[src/rtl/ctb_pkg.sv]
package ctb_pkg;
  localparam int unsigned PRE_W = 7;

  typedef enum logic [2:0] {
    RLD_CAP0 = 3'b000,
    RLD_CAP1 = 3'b001,
    RLD_CAP2 = 3'b010,
    RLD_WRAP = 3'b100
  } rld_code_e;

  // source ticks per count for each divide code
  function automatic logic [PRE_W:0] div_ratio(input logic [2:0] code);
    case (code)
      3'd0:    return 8'd1;
      3'd1:    return 8'd4;
      3'd2:    return 8'd16;
      3'd3:    return 8'd32;
      3'd4:    return 8'd64;
      3'd5:    return 8'd96;
      3'd6:    return 8'd112;
      default: return 8'd128;
    endcase
  endfunction
endpackage

[src/rtl/ctb_edge_src.sv]
module ctb_edge_src #(
  parameter int NUM_CH = 3,
  parameter int SRC_W  = 2
) (
  input  logic              clk,
  input  logic              rst_n,
  input  logic [NUM_CH-1:0] cap_in,
  input  logic [SRC_W-1:0]  src_sel,
  output logic              src_tick
);
  logic [NUM_CH-1:0] rise_w;

  genvar g;
  generate
    for (g = 0; g < NUM_CH; g++) begin : g_ch
      logic s1_q, s2_q, s3_q;
      always_ff @(posedge clk or negedge rst_n) begin
        if (!rst_n) begin
          s1_q <= 1'b0;
          s2_q <= 1'b0;
          s3_q <= 1'b0;
        end else begin
          s1_q <= cap_in[g];
          s2_q <= s1_q;
          s3_q <= s2_q;
        end
      end
      assign rise_w[g] = s2_q & ~s3_q;


      edge_gap_chk: assert property (@(posedge clk) disable iff (!rst_n)
        rise_w[g] |=> !rise_w[g]);
    end
  endgenerate

  always_comb begin
    src_tick = (src_sel == '0);
    for (int ch = 0; ch < NUM_CH; ch++) begin
      if (src_sel == SRC_W'(ch + 1)) src_tick = rise_w[ch];
    end
  end
endmodule

[src/rtl/ctb_prescaler.sv]
module ctb_prescaler
  import ctb_pkg::*;
(
  input  logic       clk,
  input  logic       rst_n,
  input  logic       run_en,
  input  logic       phase_rst,
  input  logic [2:0] div_sel,
  input  logic       src_tick,
  output logic       tick
);
  logic [PRE_W-1:0] pre_q;
  logic [PRE_W:0]   ratio_w;
  logic             last_w;

  assign ratio_w = div_ratio(div_sel);
  assign last_w  = ({1'b0, pre_q} >= (ratio_w - 1'b1));
  assign tick    = run_en && !phase_rst && src_tick && last_w;

  always_ff @(posedge clk or negedge rst_n) begin
    if (!rst_n)                  pre_q <= '0;
    else if (phase_rst || !run_en) pre_q <= '0;
    else if (src_tick)           pre_q <= last_w ? '0 : pre_q + 1'b1;
  end


  back_to_back_tick_chk: assert property (@(posedge clk) disable iff (!rst_n)
    (tick && $past(tick) && $stable(div_sel)) |-> (div_sel == 3'd0));
endmodule

[src/rtl/ctb_counter.sv]
module ctb_counter
  import ctb_pkg::*;
#(
  parameter int CNT_W  = 24,
  parameter int NUM_CH = 3
) (
  input  logic              clk,
  input  logic              rst_n,
  input  logic              run_en,
  input  logic              tick,
  input  logic [NUM_CH-1:0] cap_evt,
  input  logic              cmp_en,
  input  logic              clr_on_cmp,
  input  logic              clr_on_cap,
  input  logic              rld_en,
  input  logic [2:0]        rld_sel,
  input  logic [CNT_W-1:0]  cmp_val,
  input  logic              wr_en,
  input  logic [CNT_W-1:0]  wr_data,
  output logic [CNT_W-1:0]  count,
  output logic              match_pls,
  output logic              wrap_pls
);
  localparam logic [CNT_W-1:0] CNT_MAX = '1;

  function automatic logic cap_trig(input logic [2:0] code, input logic [NUM_CH-1:0] ev);
    case (code)
      RLD_CAP0: return ev[0];
      RLD_CAP1: return ev[1];
      RLD_CAP2: return ev[2];
      default:  return 1'b0;
    endcase
  endfunction

  logic [CNT_W-1:0] cnt_q, nat_w, cnt_d;
  logic inc_w, wrap_w, cap_load_w, wrap_load_w, load_w, cap_clr_w, cmp_hit_w, ovf_hit_w;
  logic match_q, wrap_q;

  assign inc_w       = run_en && tick;
  assign nat_w       = cnt_q + 1'b1;
  assign wrap_w      = inc_w && (cnt_q == CNT_MAX);
  assign cap_load_w  = !wr_en && rld_en && cap_trig(rld_sel, cap_evt);
  assign wrap_load_w = !wr_en && rld_en && (rld_sel == RLD_WRAP) && wrap_w;
  assign load_w      = cap_load_w || wrap_load_w;
  assign cap_clr_w   = !wr_en && !load_w && clr_on_cap && (|cap_evt);
  assign cmp_hit_w   = !wr_en && !load_w && !cap_clr_w && cmp_en && inc_w && (nat_w == cmp_val);
  assign ovf_hit_w   = !wr_en && !cap_load_w && !cap_clr_w && wrap_w;

  always_comb begin
    if (wr_en)                         cnt_d = wr_data;
    else if (load_w)                   cnt_d = cmp_val;
    else if (cap_clr_w)                cnt_d = '0;
    else if (cmp_hit_w && clr_on_cmp)  cnt_d = '0;
    else if (inc_w)                    cnt_d = nat_w;
    else                               cnt_d = cnt_q;
  end

  always_ff @(posedge clk or negedge rst_n) begin
    if (!rst_n) begin
      cnt_q   <= '0;
      match_q <= 1'b0;
      wrap_q  <= 1'b0;
    end else begin
      cnt_q   <= cnt_d;
      match_q <= cmp_hit_w;
      wrap_q  <= ovf_hit_w;
    end
  end

  assign count     = cnt_q;
  assign match_pls = match_q;
  assign wrap_pls  = wrap_q;


  wrap_origin_chk: assert property (@(posedge clk) disable iff (!rst_n)
    wrap_pls |-> ($past(count) == CNT_MAX));

  match_value_chk: assert property (@(posedge clk) disable iff (!rst_n)
    match_pls |-> (count == $past(cmp_val) || count == '0));

  write_load_chk: assert property (@(posedge clk) disable iff (!rst_n)
    wr_en |=> (count == $past(wr_data)) && !match_pls && !wrap_pls);

  reload_cap0_chk: assert property (@(posedge clk) disable iff (!rst_n)
    (rld_en && rld_sel == 3'b000 && cap_evt[0] && !wr_en) |=> (count == $past(cmp_val)));

  hold_chk: assert property (@(posedge clk) disable iff (!rst_n)
    (!run_en && !wr_en && cap_evt == '0) |=> $stable(count));
endmodule

[src/rtl/cap_timebase.sv]
module cap_timebase
  import ctb_pkg::*;
#(
  parameter int CNT_W  = 24,
  parameter int NUM_CH = 3,
  parameter int SRC_W  = 2
) (
  input  logic              clk,
  input  logic              rst_n,
  input  logic              run_en,
  input  logic [SRC_W-1:0]  src_sel,
  input  logic [2:0]        div_sel,
  input  logic [NUM_CH-1:0] cap_in,
  input  logic [NUM_CH-1:0] cap_evt,
  input  logic              cmp_en,
  input  logic              clr_on_cmp,
  input  logic              clr_on_cap,
  input  logic              rld_en,
  input  logic [2:0]        rld_sel,
  input  logic [CNT_W-1:0]  cmp_val,
  input  logic              wr_en,
  input  logic [CNT_W-1:0]  wr_data,
  output logic [CNT_W-1:0]  count,
  output logic              match_pls,
  output logic              wrap_pls
);
  logic src_tick_w, tick_w;

  ctb_edge_src #(.NUM_CH(NUM_CH), .SRC_W(SRC_W)) u_src (
    .clk(clk), .rst_n(rst_n), .cap_in(cap_in), .src_sel(src_sel), .src_tick(src_tick_w)
  );

  ctb_prescaler u_pre (
    .clk(clk), .rst_n(rst_n), .run_en(run_en), .phase_rst(wr_en),
    .div_sel(div_sel), .src_tick(src_tick_w), .tick(tick_w)
  );

  ctb_counter #(.CNT_W(CNT_W), .NUM_CH(NUM_CH)) u_cnt (
    .clk(clk), .rst_n(rst_n), .run_en(run_en), .tick(tick_w), .cap_evt(cap_evt),
    .cmp_en(cmp_en), .clr_on_cmp(clr_on_cmp), .clr_on_cap(clr_on_cap),
    .rld_en(rld_en), .rld_sel(rld_sel), .cmp_val(cmp_val),
    .wr_en(wr_en), .wr_data(wr_data),
    .count(count), .match_pls(match_pls), .wrap_pls(wrap_pls)
  );
endmodule

[config.mk]
export PLATFORM = sky130hd
export DESIGN_NAME = cap_timebase
export DESIGN_NICKNAME = d
export VERILOG_FILES = /design/src/rtl/ctb_pkg.sv /design/src/rtl/ctb_edge_src.sv /design/src/rtl/ctb_prescaler.sv /design/src/rtl/ctb_counter.sv /design/src/rtl/cap_timebase.sv
export SDC_FILE = /design/constraint.sdc
export NUM_CORES = 1
export LEC_CHECK = 0
export BUFFER_PORTS_ARGS = -buffer_cell sky130_fd_sc_hd__buf_2
export CAP_MARGIN = 25
export CORE_MARGIN = 10
export CORE_UTILIZATION = 54
export CTS_CLUSTER_DIAMETER = 40
export DETAILED_ROUTE_END_ITERATION = 8
export PLACE_DENSITY_LB_ADDON = 0.08
export SYNTH_ARGS = -nofsm -noshare
export SYNTH_HDL_FRONTEND = slang
export SYNTH_HIERARCHICAL = 1
export SYNTH_SLANG_ARGS = --single-unit
[constraint.sdc]
create_clock -name clk -period 4.3 [get_ports clk]
set_clock_uncertainty 0.1 [all_clocks]
set_input_delay 0.215 -clock clk [delete_from_list [all_inputs] [get_ports clk]]
set_output_delay 0.215 -clock clk [all_outputs]
set_load 0.02 [all_outputs]
Word-level counts from Yosys, hierarchy flattened
Cells that the tools add are included.

word-level totals
  bits of input ports = 70
  flip-flop bits (word level) = 42
  output and inout bits = 26
  word-level logic and storage cells = 83

operators by class
  add/subtract/negate cells = 3
  bitwise logic cells = 6
  reduce and logical (&&, ||, !) cells = 33
  $lt $le $gt $ge = 1
  equal/unequal tests = 14
  multiplexer cells = 13

operators with widths
  operator                 number
  $mux W24                 5
  $pmux W8 S7              1
  $add A24 B1 Y24 const B  1
  $eq A24 B24 Y1           1
  $eq A24 B24 Y1 const B   1
  $mux W7                  3
  $logic_and A1 B1 Y1      20
  $eq A3 B3 Y1 const B     4
  $eq A3 B2 Y1 const B     3
  $ge A7 B8 Y1             1
  $sub A8 B1 Y8 const B    1
  $add A7 B1 Y7 const B    1
  $eq A3 B1 Y1 const B     2
  $logic_not A3 Y1         2
  $logic_not A1 Y1         5
  $reduce_bool A5 Y1       1
  $eq A2 B2 Y1 const B     2
  $and A1 B1 Y1            3
  $mux W1                  3
  $not A1 Y1               3
  $pmux W1 S3              1
  $reduce_or A3 Y1         1
  $eq A2 B1 Y1 const B     1
  $logic_not A2 Y1         1
  other kinds (2)          3

Longest topological paths before layout
  depth after elaboration = 25
  mapped depth = 19

Hierarchy
Netlist, hierarchy kept.

modules (own cells, without submodules)
  module         area an instance (um^2)  seq. area each (um^2)  times used  cells each
  ctb_counter    2,882.8                  650.6                  1           371
  ctb_prescaler  626.9                    175.2                  1           81
  ctb_edge_src   260.2                    225.2                  1           14

Least setup slack after synthesis
OpenSTA, ideal clock, no wires.

  path type = input to register
  start point = input port div_sel[1]
  end point = register u_cnt.cnt_q[10], in the netlist u_cnt/count[10]
  path slack = 0.341 ns
  stages = 17
  arrival time = 3.719 ns
  required time = 4.060 ns
  library setup time = 0.140 ns
  path through = nor2_1 nand2_1 ha_1 ha_1 a211o_1 a211oi_4 nor4_1 nand2_1 or3_1 nor4_1 nor4_2 nand4_1 or4_4 buf_6 buf_6 nand4_1 o211ai_1

between the ends
  longest elaborated chain between the ends = 23
  elaborated cells between the ends (all ways) = 30

RTL lines
  element                               RTL line             source
  start, declared                       cap_timebase.sv:12   input logic [2:0] div_sel,
  $eq A3 B3 Y1 (tied with other cells)  ctb_pkg.sv:13        case (code)
  $pmux W8 S7 *                         ctb_pkg.sv:13
  $sub A8 B1 Y8 *                       ctb_prescaler.sv:17  assign last_w = ({1'b0, pre_q} >= (ratio_w - 1'b1));
  $ge A7 B8 Y1 *                        ctb_prescaler.sv:17
  $logic_and A1 B1 Y1 *                 ctb_prescaler.sv:18  assign tick = run_en && !phase_rst && src_tick && last_w;
  named net tick_w                      cap_timebase.sv:27   logic src_tick_w, tick_w;
  $logic_and A1 B1 Y1 *                 ctb_counter.sv:39    assign inc_w = run_en && tick;
  $logic_and A1 B1 Y1                   ctb_counter.sv:41    assign wrap_w = inc_w && (cnt_q == CNT_MAX);
  (+4 left out)                         n/a
  $logic_and A1 B1 Y1 (2 in series)     ctb_counter.sv:45    assign cap_clr_w = !wr_en && !load_w && clr_on_cap && (|cap_evt);
  $logic_not A1 Y1                      ctb_counter.sv:46    assign cmp_hit_w = !wr_en && !load_w && !cap_clr_w && cmp_en && inc_w && (nat_w == cmp_val);
  $logic_and A1 B1 Y1 (4 in series)     ctb_counter.sv:46
  $logic_and A1 B1 Y1                   ctb_counter.sv:53    else if (cmp_hit_w && clr_on_cmp) cnt_d = '0;
  $mux W24                              ctb_counter.sv:53
  $mux W24                              ctb_counter.sv:52    else if (cap_clr_w) cnt_d = '0;
  $mux W24                              ctb_counter.sv:51    else if (load_w) cnt_d = cmp_val;
  $mux W24                              ctb_counter.sv:50    if (wr_en) cnt_d = wr_data;
  end signal, assigned                  ctb_counter.sv:64    cnt_q <= cnt_d;
  end, declared                         ctb_counter.sv:35    logic [CNT_W-1:0] cnt_q, nat_w, cnt_d;

Mark *: on every way through the listed nets, which the timed path passes. The rest lies on a longest branch.
A chain may end at the register's enable or synchronous reset.

Worst setup path after layout
  start point = register u_pre.pre_q[0]
  end point = register u_cnt.cnt_q[7], in the netlist u_cnt/count[7]

between the ends
  longest elaborated chain between the ends = 20
  elaborated cells between the ends (all ways) = 21

RTL lines
  element                            RTL line                              source
  start, declared                    ctb_prescaler.sv:12                   logic [PRE_W-1:0] pre_q;
  start signal, assigned             ctb_prescaler.sv:23                   else if (src_tick) pre_q <= last_w ? '0 : pre_q + 1'b1;
  $ge A7 B8 Y1 *                     ctb_prescaler.sv:17
  $logic_and A1 B1 Y1 *              ctb_prescaler.sv:18
  named net tick_w                   cap_timebase.sv:27
  $logic_and A1 B1 Y1 *              ctb_counter.sv:39
  $logic_and A1 B1 Y1                ctb_counter.sv:41
  $logic_and A1 B1 Y1                ctb_counter.sv:43                     assign wrap_load_w = !wr_en && rld_en && (rld_sel == RLD_WRAP) && wrap_w;
  $logic_or A1 B1 Y1                 ctb_counter.sv:44                     assign load_w = cap_load_w || wrap_load_w;
  $logic_not A1 Y1                   ctb_counter.sv:45, ctb_counter.sv:46
  $logic_and A1 B1 Y1                ctb_counter.sv:45, ctb_counter.sv:46
  $logic_and A1 B1 Y1 (2 in series)  ctb_counter.sv:45
  $logic_not A1 Y1                   ctb_counter.sv:46
  $logic_and A1 B1 Y1 (4 in series)  ctb_counter.sv:46
  $logic_and A1 B1 Y1                ctb_counter.sv:53
  $mux W24                           ctb_counter.sv:53
  $mux W24                           ctb_counter.sv:52
  $mux W24                           ctb_counter.sv:51
  $mux W24                           ctb_counter.sv:50

Marked as above.

==> flow_summary.yaml <==
status:
  status: "completed"
setup_path:
  critPathMostFrequentCell: "nor4_1"
  crit_family: "simple AND/OR/NAND/NOR gates"
  slowest_stage: "or4_1"
  worstPathCellList: "inv_1 -> ha_1 -> nand2b_1 -> a211o_1 -> a211oi_4 -> nor4_1 -> nand2_1 -> or3_1 -> nor4_1 -> or4_1 -> nor4_1 -> nand4bb_1 -> buf_4 -> a21oi_1 -> o221ai_1"
  cp-end-kind: "flip-flop"
  startpoint_type: "flip-flop"
  worstSetupPathType: "flip-flop to flip-flop"
  path_buf_inv: 2
  crit_fanout: 10
  worstPathArrival_ns: 3.95
  worstPathRequired_ns: 4.37
  cpPeakStageDelay_ns: 0.59
yosys:
  yosysSeqAreaShare: 0.2788
  synth_common_cells: "48 x nand2_1, 42 x dfrtp_1, 31 x nand3_1"
  synthesis.nets: 546
  yosys-top-cells-area: "dfrtp_1 28%, xnor2_1 5.3%, nand2_1 4.8%"
  syn_inst: 466
  synth.largest_area_cell: "dfrtp_1"
  synth_edf_count: 0
  synth.avg_cell_area_sq_um: 8.090
  ys_types: 61
  yosys_register_bits: 42
  yosysMostFrequentCell: "nand2_1"
  async_reset_ff_frac: 1.000
  yosys_most_used_dff: "dfrtp_1"
  synth_top_area_frac: 0.2788
  ys_warn_count: 6
  synth_area_sq_um: 3770
routing:
  dr.pass1.iters: 7
  drt_wl_total_um: 12610
  vias: 4197
  wire_per_inst_um: 19.33
  final_antenna_net_count: 0
  drc_errors: 0
  drt_first_iter_violations: 379
  viasPerCell: 6.437
clock_network:
  cts_tree: "done"
  ctsLongestPathBuffers: 2
  cts-resized-gates: 0
  cts_buffers: 5
  cts_root_buffer: "clkbuf_8"
  clkTransAtPathRegs_ns: 0.09
  htree_levels: 2
  clk_latency_ns: 0.31
  clkSinkCount: 42
sta:
  fin_tns_setup_ns: 0
  grt_setup_unrepaired: "false"
  setup_viol: 0
  worst_pin_slew_ns: 0.8075
  fin_crit_sh: 0.9022
  hold_ws_ns: 0.05102
  finalHoldViolCount: 0
  slew_viol_final: 0
  slew_headroom: 0.4567
  fin_ws_ns: 0.4207
  max_freq_mhz: 257.8
  timing.final.crit_period_ns: 3.879
pwr:
  total_power_uw: 1185
  cellPowerDensity_nw_per_um2: 264.4
  peakVddDrop_uv: 179.4
  p_leak_uw: 0.001891
placed_design:
  place_area_sq_um: 4333
  dpl.hpwl_um: 9524
  portBuffers: 95
  place_congestion: 0.9515
  preCtsSetupSlack_ns: 0.1886
global_route:
  met2_usage: 0.3716
  grt_pass1_wl_um: 20350
  antenna_found_initial: 0
  grt_start_max_net_pins: 43
  track_usage: 0.2213
  grtUsageMet3: 0.04771
  overflow: 0
  first_global_vias: 4109
  grt_util_met1: 0.2806
  grt-busiest-layer: "met2"
cells_and_area:
  n_antenna_cell: 0
  areaGrowthSynthToFinish_pct: 18.92
  nFillCells: 603
  stdcell_area_sq_um: 4483
  drive_above_1_share: 0.2446
  nets: 635
floorplanning:
  die_x_um: 103.6
  start_util: 0.5549
  num_rows: 30
  dieArea_sq_um: 10720
  core-area_sq_um: 6794
  pin_count: 96
  die_height_um: 103.6
min_path:
  hold_class: "input pin to flip-flop"
job:
  drv_cap: 0
-- tightest hold or removal path: cells and delay by family --
family,cells,cell delay (ns)
AO/OA/AOI/OAI,2,0.13
buffers and inverters,1,0.07
-- registers in the layout, summed over array words and instances, names as in the netlist --
| signal | count |
|---|---|
| u_src/g_ch.s2_q | 3 |
| u_pre/pre_q | 7 |
| u_cnt/count | 24 |
| u_cnt/match_pls | 1 |
| u_src/g_ch.s3_q | 3 |
| u_src/g_ch.s1_q | 3 |
| u_cnt/wrap_pls | 1 |
-- cell type report --
cell class,instances,area [sq um],share of cell area
clock buffer,5,68.82,0.01535
clock inverter,3,21.27,0.004745
inverter,21,78.83,0.01758
multi-input combinational,368,2480,0.5532
sequential,42,1051,0.2344
tap,96,120.1,0.02679
timing repair buffer,117,663.1,0.1479
-- power breakdown --
group | switching [uW] | internal (uW)
Clock | 153 | 114
Sequential | 79.7 | 428
Combinational | 243 | 168
Total | 476 | 710
-- per-layer routing --
metal | vias up | part of all wire
li1 | 1968 | -
met1 | 1989 | 0.41
met2 | 227 | 0.49
met3 | 13 | 0.087
met4 | 0 | 0.013
met5 | - | 0
-- logic make-up after synthesis --
| logic type | Yosys count | share of synthesized area |
|---|---|---|
| AO/OA/AOI/OAI | 107 | 0.2124 |
| XOR/XNOR | 30 | 0.06970 |
| adder cells (fa/ha/maj) | 10 | 0.03319 |
| buffers and inverters | 56 | 0.06671 |
| flip-flops | 42 | 0.2788 |
| multiplexers | 3 | 0.009292 |
| AND/OR/NAND/NOR | 218 | 0.3299 |
-- stage by stage --
stage / cells / utilization
floorplan: 466 / -
global placement: 639 / 0.6378
detailed placement: 639 / 0.6378
CTS: 650 / 0.6554
global route: 652 / 0.6599
finish: 652 / 0.6599
-- repair_timing --
item                       CTS  global route
hold buffers                 3             1
buffers inserted             0             0
hold endpoints to repair     3            42
setup endpoints to repair    0             0
-- cell usage in the layout (no fill, tap or decap), types with 11 or more instances in the layout --
master    count
xnor2_1      23
nand2_1      48
o21ai_0      11
a222oi_1     12
nor3_1       17
inv_1        21
nor2_1       24
buf_4        17
nand3_1      31
nand4_1      19
dfrtp_1      42
buf_2        95
nor4_1       12
o221ai_1     11
-- final timing paths --
check	start	endpoint	slack [ns]	depth (start not counted)
setup reg to reg	u_pre/pre_q[0]	u_cnt/count[7]	0.42	15
hold / removal	wr_data[11]	u_cnt/count[11]	0.05	3
min in group asynchronous	rst_n	u_cnt/count[6]	0.21	2
setup / recovery	u_pre/pre_q[0]	u_cnt/count[7]	0.42	15
max in group asynchronous	rst_n	u_cnt/count[15]	3.43	3
hold reg to reg	u_src/g_ch[2].s1_q	u_src/g_ch[2].s2_q	0.25	0
No activity file was read; power rests on OpenSTA's default activity.
